### src/rtl/plcp_status_pkg.sv
package plcp_status_pkg;
  // Strobes handed from control to datapath each cycle
  typedef struct packed {
    logic load;        // capture a new status byte this edge
    logic maskErr;     // force error field to zero
    logic forceAlarm;  // force remote alarm bit on
  } ctrlStrb_t;
endpackage

### src/rtl/plcp_status_ctrl.sv
module plcp_status_ctrl
  import plcp_status_pkg::*;
#(
  parameter int REG_W  = 8,
  parameter int LINK_W = 3
) (
  input  logic              clk,
  input  logic              rstN,
  input  logic              wrEn,
  input  logic [REG_W-1:0]  wrData,
  output logic [REG_W-1:0]  rdData,
  input  logic              frameStrobe,
  output ctrlStrb_t         strb,
  output logic [LINK_W-1:0] linkBits
);
  localparam int ALARM_BIT = LINK_W;
  localparam int MASK_BIT  = LINK_W + 1;
  localparam int USED_W    = LINK_W + 2;
  localparam logic [REG_W-1:0] USED_MASK = REG_W'((1 << USED_W) - 1);

  logic [REG_W-1:0] cfgReg;

  always_ff @(posedge clk) begin
    if (!rstN) begin
      cfgReg <= '0;
    end else if (wrEn) begin
      cfgReg <= wrData & USED_MASK;
    end
  end

  assign rdData          = cfgReg;
  assign strb.load       = frameStrobe;
  assign strb.maskErr    = cfgReg[MASK_BIT];
  assign strb.forceAlarm = cfgReg[ALARM_BIT];
  assign linkBits        = cfgReg[LINK_W-1:0];

  AST_WRITE_READBACK: assert property (@(posedge clk) disable iff (!rstN)
    wrEn |=> rdData == ($past(wrData) & USED_MASK));
  AST_HIGH_BITS_ZERO: assert property (@(posedge clk) disable iff (!rstN)
    wrEn |=> (rdData & ~USED_MASK) == '0);
endmodule

### src/rtl/plcp_status_dp.sv
module plcp_status_dp
  import plcp_status_pkg::*;
#(
  parameter int ERR_W   = 4,
  parameter int FIELD_W = 4,
  parameter int LINK_W  = 3,
  parameter int ERR_MAX = 8,
  localparam int OUT_W  = FIELD_W + 1 + LINK_W
) (
  input  logic              clk,
  input  logic              rstN,
  input  ctrlStrb_t         strb,
  input  logic [LINK_W-1:0] linkBits,
  input  logic [ERR_W-1:0]  errCount,
  input  logic              frameFault,
  output logic [OUT_W-1:0]  statusByte,
  output logic              statusValid
);
  localparam int ALARM_POS = LINK_W;
  localparam int FIELD_HI  = OUT_W - 1;

  logic [FIELD_W-1:0] errClip;
  logic [FIELD_W-1:0] errField;
  logic               alarmBit;

  generate
    if (((1 << ERR_W) - 1) > ERR_MAX) begin : g_clip
      always_comb begin
        if (errCount > ERR_W'(ERR_MAX)) errClip = FIELD_W'(ERR_MAX);
        else                            errClip = FIELD_W'(errCount);
      end
    end else begin : g_pass
      assign errClip = FIELD_W'(errCount);
    end
  endgenerate

  assign errField = strb.maskErr ? '0 : errClip;
  assign alarmBit = strb.forceAlarm | frameFault;

  always_ff @(posedge clk) begin
    if (!rstN) begin
      statusByte  <= '0;
      statusValid <= 1'b0;
    end else begin
      statusValid <= strb.load;
      if (strb.load) statusByte <= {errField, alarmBit, linkBits};
    end
  end

  AST_FIELD_LIMIT: assert property (@(posedge clk) disable iff (!rstN)
    statusByte[FIELD_HI -: FIELD_W] <= FIELD_W'(ERR_MAX));
  AST_MASK_ZERO: assert property (@(posedge clk) disable iff (!rstN)
    (strb.load && strb.maskErr) |=> statusByte[FIELD_HI -: FIELD_W] == '0);
  AST_ALARM_FORCE: assert property (@(posedge clk) disable iff (!rstN)
    (strb.load && strb.forceAlarm) |=> statusByte[ALARM_POS]);
  AST_FAULT_FOLLOW: assert property (@(posedge clk) disable iff (!rstN)
    (strb.load && !strb.forceAlarm) |=> statusByte[ALARM_POS] == $past(frameFault));
  AST_LINK_PASS: assert property (@(posedge clk) disable iff (!rstN)
    strb.load |=> statusByte[LINK_W-1:0] == $past(linkBits));
  AST_HOLD_BETWEEN: assert property (@(posedge clk) disable iff (!rstN)
    !strb.load |=> $stable(statusByte));
  AST_VALID_PULSE: assert property (@(posedge clk) disable iff (!rstN)
    strb.load |=> statusValid);
  AST_VALID_IDLE: assert property (@(posedge clk) disable iff (!rstN)
    !strb.load |=> !statusValid);
endmodule

### src/rtl/plcp_status_gen.sv
module plcp_status_gen
  import plcp_status_pkg::*;
#(
  parameter int REG_W   = 8,
  parameter int ERR_W   = 4,
  parameter int FIELD_W = 4,
  parameter int LINK_W  = 3,
  parameter int ERR_MAX = 8,
  localparam int OUT_W  = FIELD_W + 1 + LINK_W
) (
  input  logic              clk,
  input  logic              rstN,
  input  logic              regWrEn,
  input  logic [REG_W-1:0]  regWrData,
  output logic [REG_W-1:0]  regRdData,
  input  logic              frameStrobe,
  input  logic [ERR_W-1:0]  rxErrCount,
  input  logic              rxFrameFault,
  output logic [OUT_W-1:0]  statusByte,
  output logic              statusValid
);
  ctrlStrb_t         strb;
  logic [LINK_W-1:0] linkBits;

  plcp_status_ctrl #(.REG_W(REG_W), .LINK_W(LINK_W)) u_ctrl (
    .clk        (clk),
    .rstN       (rstN),
    .wrEn       (regWrEn),
    .wrData     (regWrData),
    .rdData     (regRdData),
    .frameStrobe(frameStrobe),
    .strb       (strb),
    .linkBits   (linkBits)
  );

  plcp_status_dp #(.ERR_W(ERR_W), .FIELD_W(FIELD_W), .LINK_W(LINK_W),
                   .ERR_MAX(ERR_MAX)) u_dp (
    .clk        (clk),
    .rstN       (rstN),
    .strb       (strb),
    .linkBits   (linkBits),
    .errCount   (rxErrCount),
    .frameFault (rxFrameFault),
    .statusByte (statusByte),
    .statusValid(statusValid)
  );
endmodule

### config.mk
export PLATFORM = sky130hd
export DESIGN_NAME = plcp_status_gen
export DESIGN_NICKNAME = d
export VERILOG_FILES = /design/src/rtl/plcp_status_pkg.sv /design/src/rtl/plcp_status_ctrl.sv /design/src/rtl/plcp_status_dp.sv /design/src/rtl/plcp_status_gen.sv
export SDC_FILE = /design/constraint.sdc
export NUM_CORES = 1
export LEC_CHECK = 0
export ABC_AREA = 1
export BUFFER_PORTS_ARGS = -buffer_cell sky130_fd_sc_hd__clkbuf_2
export CORE_AREA = 4 4 41 43
export CTS_CLUSTER_SIZE = 30
export DETAILED_ROUTE_END_ITERATION = 12
export DIE_AREA = 0 0 45 47
export HOLD_SLACK_MARGIN = 0.06
export PLACE_DENSITY = 0.87
export SLEW_MARGIN = 20
export SYNTH_ARGS = -nofsm -noshare
export SYNTH_HDL_FRONTEND = slang
export SYNTH_SLANG_ARGS = --single-unit
### constraint.sdc
create_clock -name clk -period 1.35 [get_ports clk]
set_input_delay 0.2025 -clock clk [delete_from_list [all_inputs] [get_ports clk]]
set_output_delay 0.2025 -clock clk [all_outputs]
set_load 0.01 [all_outputs]
==> results of run 1 <==
per-stage QoR:
step           util, %  area, um^2  worst slack (ps)  total power [mW]  instances
2_1_floorplan        -       544.3             652.3            0.5296         75
3_3_place_gp     51.54       670.6             553.9            0.5751        113
3_5_place_dp     51.54       670.6             511.2            0.5807        113
4_1_cts          54.33       706.9             304.0            0.8828        117
5_1_grt          54.33       706.9             278.8            0.9077        117
6_report         54.33       706.9             318.5            0.8669        117
synth_stat cells:
cell,count
inv_2,1
o21ai_0,8
nand2_1,13
dfxtp_1,14
buf_4,3
nor2_4,1
inv_1,7
conb_1,1
clkbuf_2,1
a21oi_1,4
nor2_1,20
worst max path at each step:
stage	start	endpoint	slack, ps	cells past startpoint
after floorplan	u_ctrl.rdData[4]$_SDFFE_PN0P_	u_dp.statusByte[5]$_SDFFE_PN0P_	650	3
after global placement	frameStrobe	u_dp.statusByte[4]$_SDFFE_PN0P_	550	5
after detailed placement	frameStrobe	u_dp.statusByte[6]$_SDFFE_PN0P_	510	5
after CTS	u_ctrl.rdData[4]$_SDFFE_PN0P_	regRdData[4]	300	1
after global routing	u_ctrl.rdData[4]$_SDFFE_PN0P_	regRdData[4]	280	1
final	u_ctrl.rdData[4]$_SDFFE_PN0P_	regRdData[4]	320	1
sequential cells by signal, summed over array words and instances (netlist names):
name,count
u_dp.statusValid,1
u_ctrl.rdData,5
u_dp.statusByte,8
cell families (layout without fill, tap and decap cells):
logic type      Yosys count  count (layout)  share of synthesized area [%]
compound gates           12              12                          11.19
buf+inv                  12              39                          10.72
flops                    14              14                          52.21
other cells               1               3                         0.6986
simple gates             34              34                          25.17
per-layer routing:
| metal | vias up | track usage, % |
|---|---|---|
| met4 | 0 | 12.28 |
| met1 | 232 | 13.92 |
| met5 | - | 0 |
| met3 | 4 | 3.448 |
| li1 | 279 | - |
| met2 | 18 | 20.06 |
layout make-up:
type	count	area share [%]
well taps	15	2.655
clock buffers	4	5.133
multi-input cells	49	29.20
repair buffers	27	19.12
flip-flops and latches	14	39.65
inverters	8	4.248
report_power, final:
| part | switching (mW) | internal [mW] |
|---|---|---|
| clock network | 0.132 | 0.164 |
| registers | 0.0154 | 0.438 |
| logic | 0.0683 | 0.0485 |
| total | 0.216 | 0.651 |
==> metrics.md, run 1 <==
| Metric | Value |
|---|---|
| Hold path depth | 3 |
| Multi-input gate area | 206.4 um^2 |
| Die Y | 47 um |
| Crit path largest cell delay | 390 ps |
| Final count of negative-setup-slack endpoints | 0 |
| Num rows | 13 |
| Antenna Nets Post-Route | 0 |
| Worst VDD drop | 0.5391 mV |
| Post-Syn Instances | 73 |
| Yosys Warn Count | 0 |
| Fin crit share | 76.41% |
| Initial antenna violation count | 0 |
| Max-slew violation count | 0 |
| Io pins | 34 |
| WP buf/inv | 1 |
| First-pass GRT wire length | 1.897 mm |
| Max H-tree Level | 1 |
| CP Launch Type | flip-flop |
| Initial Utilization | 41.25% |
| Clk slew on worst S/H paths | 80 ps |
| Slowest CP cell | dfxtp_1 |
| CP max FO | 3 |
| Yosys cell types | 11 |
| CTS tree | built |
| Sequential share of the synthesized area | 52.21% |
| Largest net degree at the start of global routing | 12 |
| Hold path startpoint | regWrData[3] |
| Syn-to-layout area delta | 31.70% |
| WHS Endpoint | u_ctrl.rdData[3]$_SDFFE_PN0P_ |
| # nets final | 120 |
| Global route overflow | 0 |
| Placeable core region | 1301 um^2 |
| FMAX | 969.5 MHz |
| R2r setup slk | 600 ps |
| WP data required | 1150 ps |
| Outcome | finished, final reports clean |
| DR WL met3 | 87 um |
| Layout cell share with drive strength beyond 1 | 32.35% |
| MaxCap Viol Count | 0 |
| Final wirelength | 1.220 mm |
| Setup TNS | 0 ps |
| Routed WL per cell | 10.43 um |
| Commonest non-fill, non-tap cell in the layout | clkbuf_2 |
| Die Wd | 45 um |
| Root buffer cell | clkbuf_4 |
| Antenna cells | 0 |
| Yosys top cell area share | 52.21% |
| Post-CTS sizing | 0 |
| RD Place Congestion | 0.6771 |
| Starting DRT DRC Count | 8 |
| Remaining routing DRC violations | 0 |
| Hold Vio Cnt, Final | 0 |
| Fin crit period | 1031 ps |
| RSZ-0062 raised after global routing | no |
| Die area | 2115 um^2 |
| Worst EP arrival | 830 ps |
| Clk sinks | 14 |
| Clk_lat worst skew | 280 ps |
| FF+latch count, synth | 14 |
| Worst Clk Skew | 5.046 ps |
| P per Cell Area | 1226 nW/um^2 |
| First drt pass iteration count | 4 |
| # hold bufs at CTS | 0 |
| Most frequent cells in the layout | 27 x clkbuf_2, 20 x nor2_1, 14 x dfxtp_1, 13 x nand2_1, 8 x o21ai_0 |
| Mean Syn Cell Area | 7.353 um^2 |
| Leading post-synthesis cells by cell area | dfxtp_1 52%, nor2_1 14%, nand2_1 9.1% |
| Netlist Area Pre-Place | 536.8 um^2 |
| Met2 Routed Length | 594 um |
| Via count | 533 |
| Post-DP HPWL | 972 um |
| CTS Buf Count | 3 |
| Hold Slack | 138.1 ps |
| Crit path cell chain | clkbuf_2 |
| All-layer global routing usage | 12.81% |
| Worst Hold Class | in -> reg |
| Top Metal Used | met4 |
| Seq. cell area | 280.3 um^2 |
| R2R depth | 3 |
| Via density | 4.556 |
| Post-CTS Setup Bufs | 0 |
| FF-to-FF Start | u_ctrl.rdData[4]$_SDFFE_PN0P_ |
| Crit path kind | reg -> out |
| WL met1 | 494 um |
| RR Endpoint | u_dp.statusByte[6]$_SDFFE_PN0P_ |
| Bufs on Longest Clock Path | 2 |
| Leak Pwr | 0.3898 nW |
| Synth area leader | dfxtp_1 |
| PortBufs | 27 |
| CP Capture Type | output port |
| Number of global-route vias before repair | 476 |
| Fill cells | 135 |
| Crit path max-delay family | flip-flops |
Note: power is estimated with default switching activity, not from simulation.
==> inputs of run 2 (changes only) <==
--- a/config.mk
+++ b/config.mk
@@ -7,12 +7,12 @@
 export LEC_CHECK = 0
 export ABC_AREA = 1
 export BUFFER_PORTS_ARGS = -buffer_cell sky130_fd_sc_hd__clkbuf_2
-export CORE_AREA = 4 4 41 43
+export CORE_MARGIN = 4
+export CORE_UTILIZATION = 35
 export CTS_CLUSTER_SIZE = 30
 export DETAILED_ROUTE_END_ITERATION = 12
-export DIE_AREA = 0 0 45 47
 export HOLD_SLACK_MARGIN = 0.06
-export PLACE_DENSITY = 0.87
+export PLACE_DENSITY = 0.82
 export SLEW_MARGIN = 20
 export SYNTH_ARGS = -nofsm -noshare
 export SYNTH_HDL_FRONTEND = slang
==> constraint.sdc (replaced) <==
create_clock -name clk -period 0.8 [get_ports clk]
set_input_delay 0.12 -clock clk [delete_from_list [all_inputs] [get_ports clk]]
set_output_delay 0.12 -clock clk [all_outputs]
set_load 0.01 [all_outputs]
==> metrics.md, run 2 (synthesis gave the netlist of run 1 again) <==
| Metric | Value |
|---|---|
| Max reg flops | 8 (unchanged) |
| Initial Utilization | 39.29% (-2.0 points) |
| Met2 Routed Length | 822 um (+38%) |
| Sw frac | 25.41% (+0.48 points) |
| Final count of negative-setup-slack endpoints | 19 (+19) |
| RSZ-0062 raised after global routing | yes |
| All-layer global routing usage | 13.14% (+0.33 points) |
| Most frequent cells in the layout | 19 x nor2_1, 13 x nand2_1, 13 x clkbuf_2, 13 x dfxtp_2, 12 x buf_6 |
| DR WL met3 | 123 um (+41%) |
| Total Power | 1.585 mW (+83%) |
| CP Capture Type | output port |
| Top Metal Used | met4 |
| Clk_lat worst skew | 280 ps (about the same) |
| Hold Slack | 80.19 ps (-57.88 ps) |
| Number of global-route vias before repair | 515 (+8.2%) |
| FMAX | 1147 MHz |
| Fin crit period | 871.7 ps |
| First drt pass iteration count | 4 (unchanged) |
| Bufs on Longest Clock Path | 2 (unchanged) |
| Clock group share of total power | 32.0% (-2.2 points) |
| Pre-CTS setup slack | 65.85 ps (-445.3 ps) |
| # nets final | 129 (+7.5%) |
| Worst Slack Setup Final | -71.70 ps (-390.2 ps) |
| First-pass GRT wire length | 2.007 mm (+5.8%) |
| PortBufs | 27 (unchanged) |
| WL met1 | 509 um (+3.0%) |
| Crit path kind | reg -> out |
| Max-slew violation count | 0 (unchanged) |
| Final wirelength | 1.564 mm (+28%) |
| MaxCap Viol Count | 0 (unchanged) |
| Slowest CP cell | dfxtp_2 |
| Via count | 596 (+12%) |
| Worst EP arrival | 750 ps (-80 ps) |
| Fin crit share | 109.0% |
| Die Wd | 47.16 um (+4.8%) |
| Die area | 2224 um^2 (+5.2%) |
| Remaining routing DRC violations | 0 (unchanged) |
| Commonest non-fill, non-tap cell in the layout | nor2_1 |
| Max H-tree Level | 1 (unchanged) |
| CTS tree | built |
| Worst Hold Class | in -> reg |
| WP buf/inv | 1 (unchanged) |
| P per Cell Area | 1784 nW/um^2 (+46%) |
| Crit path max-delay family | flip-flops |
| Antenna Nets Post-Route | 0 (unchanged) |
| CP Launch Type | flip-flop |
| Largest Register | u_dp.statusByte |
| Io pins | 34 (unchanged) |
| Crit path cell chain | buf_6 |
| Sw Pwr | 402.8 uW (+86%) |
| R2r setup slk | -40 ps (-640 ps) |
| Clk sinks | 14 (unchanged) |
| CP max FO | 2 (-1) |
| Layout cell share with drive strength beyond 1 | 52.25% (+20 points) |
| Antenna cells | 0 (unchanged) |
| Syn-to-layout area delta | 65.50% |
| Starting DRT DRC Count | 19 (+11) |
| Worst Clk Skew | 2.813 ps (-2.233 ps) |
| Num rows | 13 (unchanged) |
| Combinational fraction of design power | 19.0% (+5.5 points) |
| Die Y | 47.16 um (+0.34%) |
| Via density | 4.730 (+3.8%) |
| Outcome | finished, violations left |
| CTS Buf Count | 3 (unchanged) |
| Post-DP HPWL | 914.3 um (-5.9%) |
| Worst VDD drop | 0.7768 mV (+44%) |
| Crit path largest cell delay | 360 ps (-30 ps) |
| Failing checks | setup timing |
| RD Place Congestion | 0.6742 (-0.43%) |
| Largest net degree at the start of global routing | 12 (unchanged) |
| Root buffer cell | clkbuf_4 |
| Routed WL per cell | 12.41 um (+19%) |
| Placeable core region | 1366 um^2 (+5.0%) |
| Internal power | 1.182 mW (+82%) |
| Clk slew on worst S/H paths | 80 ps (about the same) |
| WP data required | 680 ps (-470 ps) |
| Initial antenna violation count | 0 (unchanged) |
| Leak Pwr | 0.4591 nW (+18%) |
| Seq pwr share | 49.0% (-3.3 points) |
| Hold Vio Cnt, Final | 0 (unchanged) |
| Global route overflow | 0 (unchanged) |
-- run 2: what timing repair did --
item / in CTS / in global routing
setup buffers: 6 / 1
hold buffers: 2 / 0
hold endpoints to repair: 2 / 0
gates resized for setup: 15 / 33
endpoints found under the setup margin: 14 / 22
pin swaps: 1 / 1
-- run 2: metal layers --
metal,vias up,GRT usage (%)
li1,294,-
met1,257,13.10
met2,32,21.95
met3,13,5.747
met4,0,8.840
met5,-,0
-- run 2: power by group through the flow --
stage | Sequential (mW) | Combinational [mW] | Clock, mW
6_report | 0.777 | 0.301 | 0.507
5_1_grt | 0.783 | 0.330 | 0.538
2_1_floorplan | 0.800 | 0.0942 | 0
3_5_place_dp | 0.781 | 0.196 | 0
3_3_place_gp | 0.779 | 0.193 | 0
4_1_cts | 0.767 | 0.244 | 0.509
-- run 2: worst paths after layout --
| path | startpoint | endpoint | depth (start not counted) |
|---|---|---|---|
| worst max register to register | u_ctrl.rdData[4]$_SDFFE_PN0P_ | u_dp.statusByte[4]$_SDFFE_PN0P_ | 4 |
| worst min-delay path | regWrData[2] | u_ctrl.rdData[2]$_SDFFE_PN0P_ | 3 |
| worst min register to register | u_dp.statusByte[6]$_SDFFE_PN0P_ | u_dp.statusByte[6]$_SDFFE_PN0P_ | 2 |
| worst max-delay path | u_ctrl.rdData[3]$_SDFFE_PN0P_ | regRdData[3] | 1 |
-- run 2: cell type report --
class / count / area, um^2
tap: 15 / 18.77
timing repair buffer: 36 / 282.8
fill: 109 / 478.0
inverter: 8 / 30.03
multi-input combinational: 49 / 224.0
clock buffer: 4 / 36.28
sequential: 14 / 296.5
-- run 2: per-stage QoR --
stage               TNS, ps  util [%]  std cells  area, um^2
detailed placement        0     49.08        113       670.6
finish               -768.6     65.02        126       888.4
global placement          0     49.08        113       670.6
floorplan                 0         -         75       544.3
CTS                  -847.4     58.24        125       795.8
global route          -1297     65.02        126       888.4
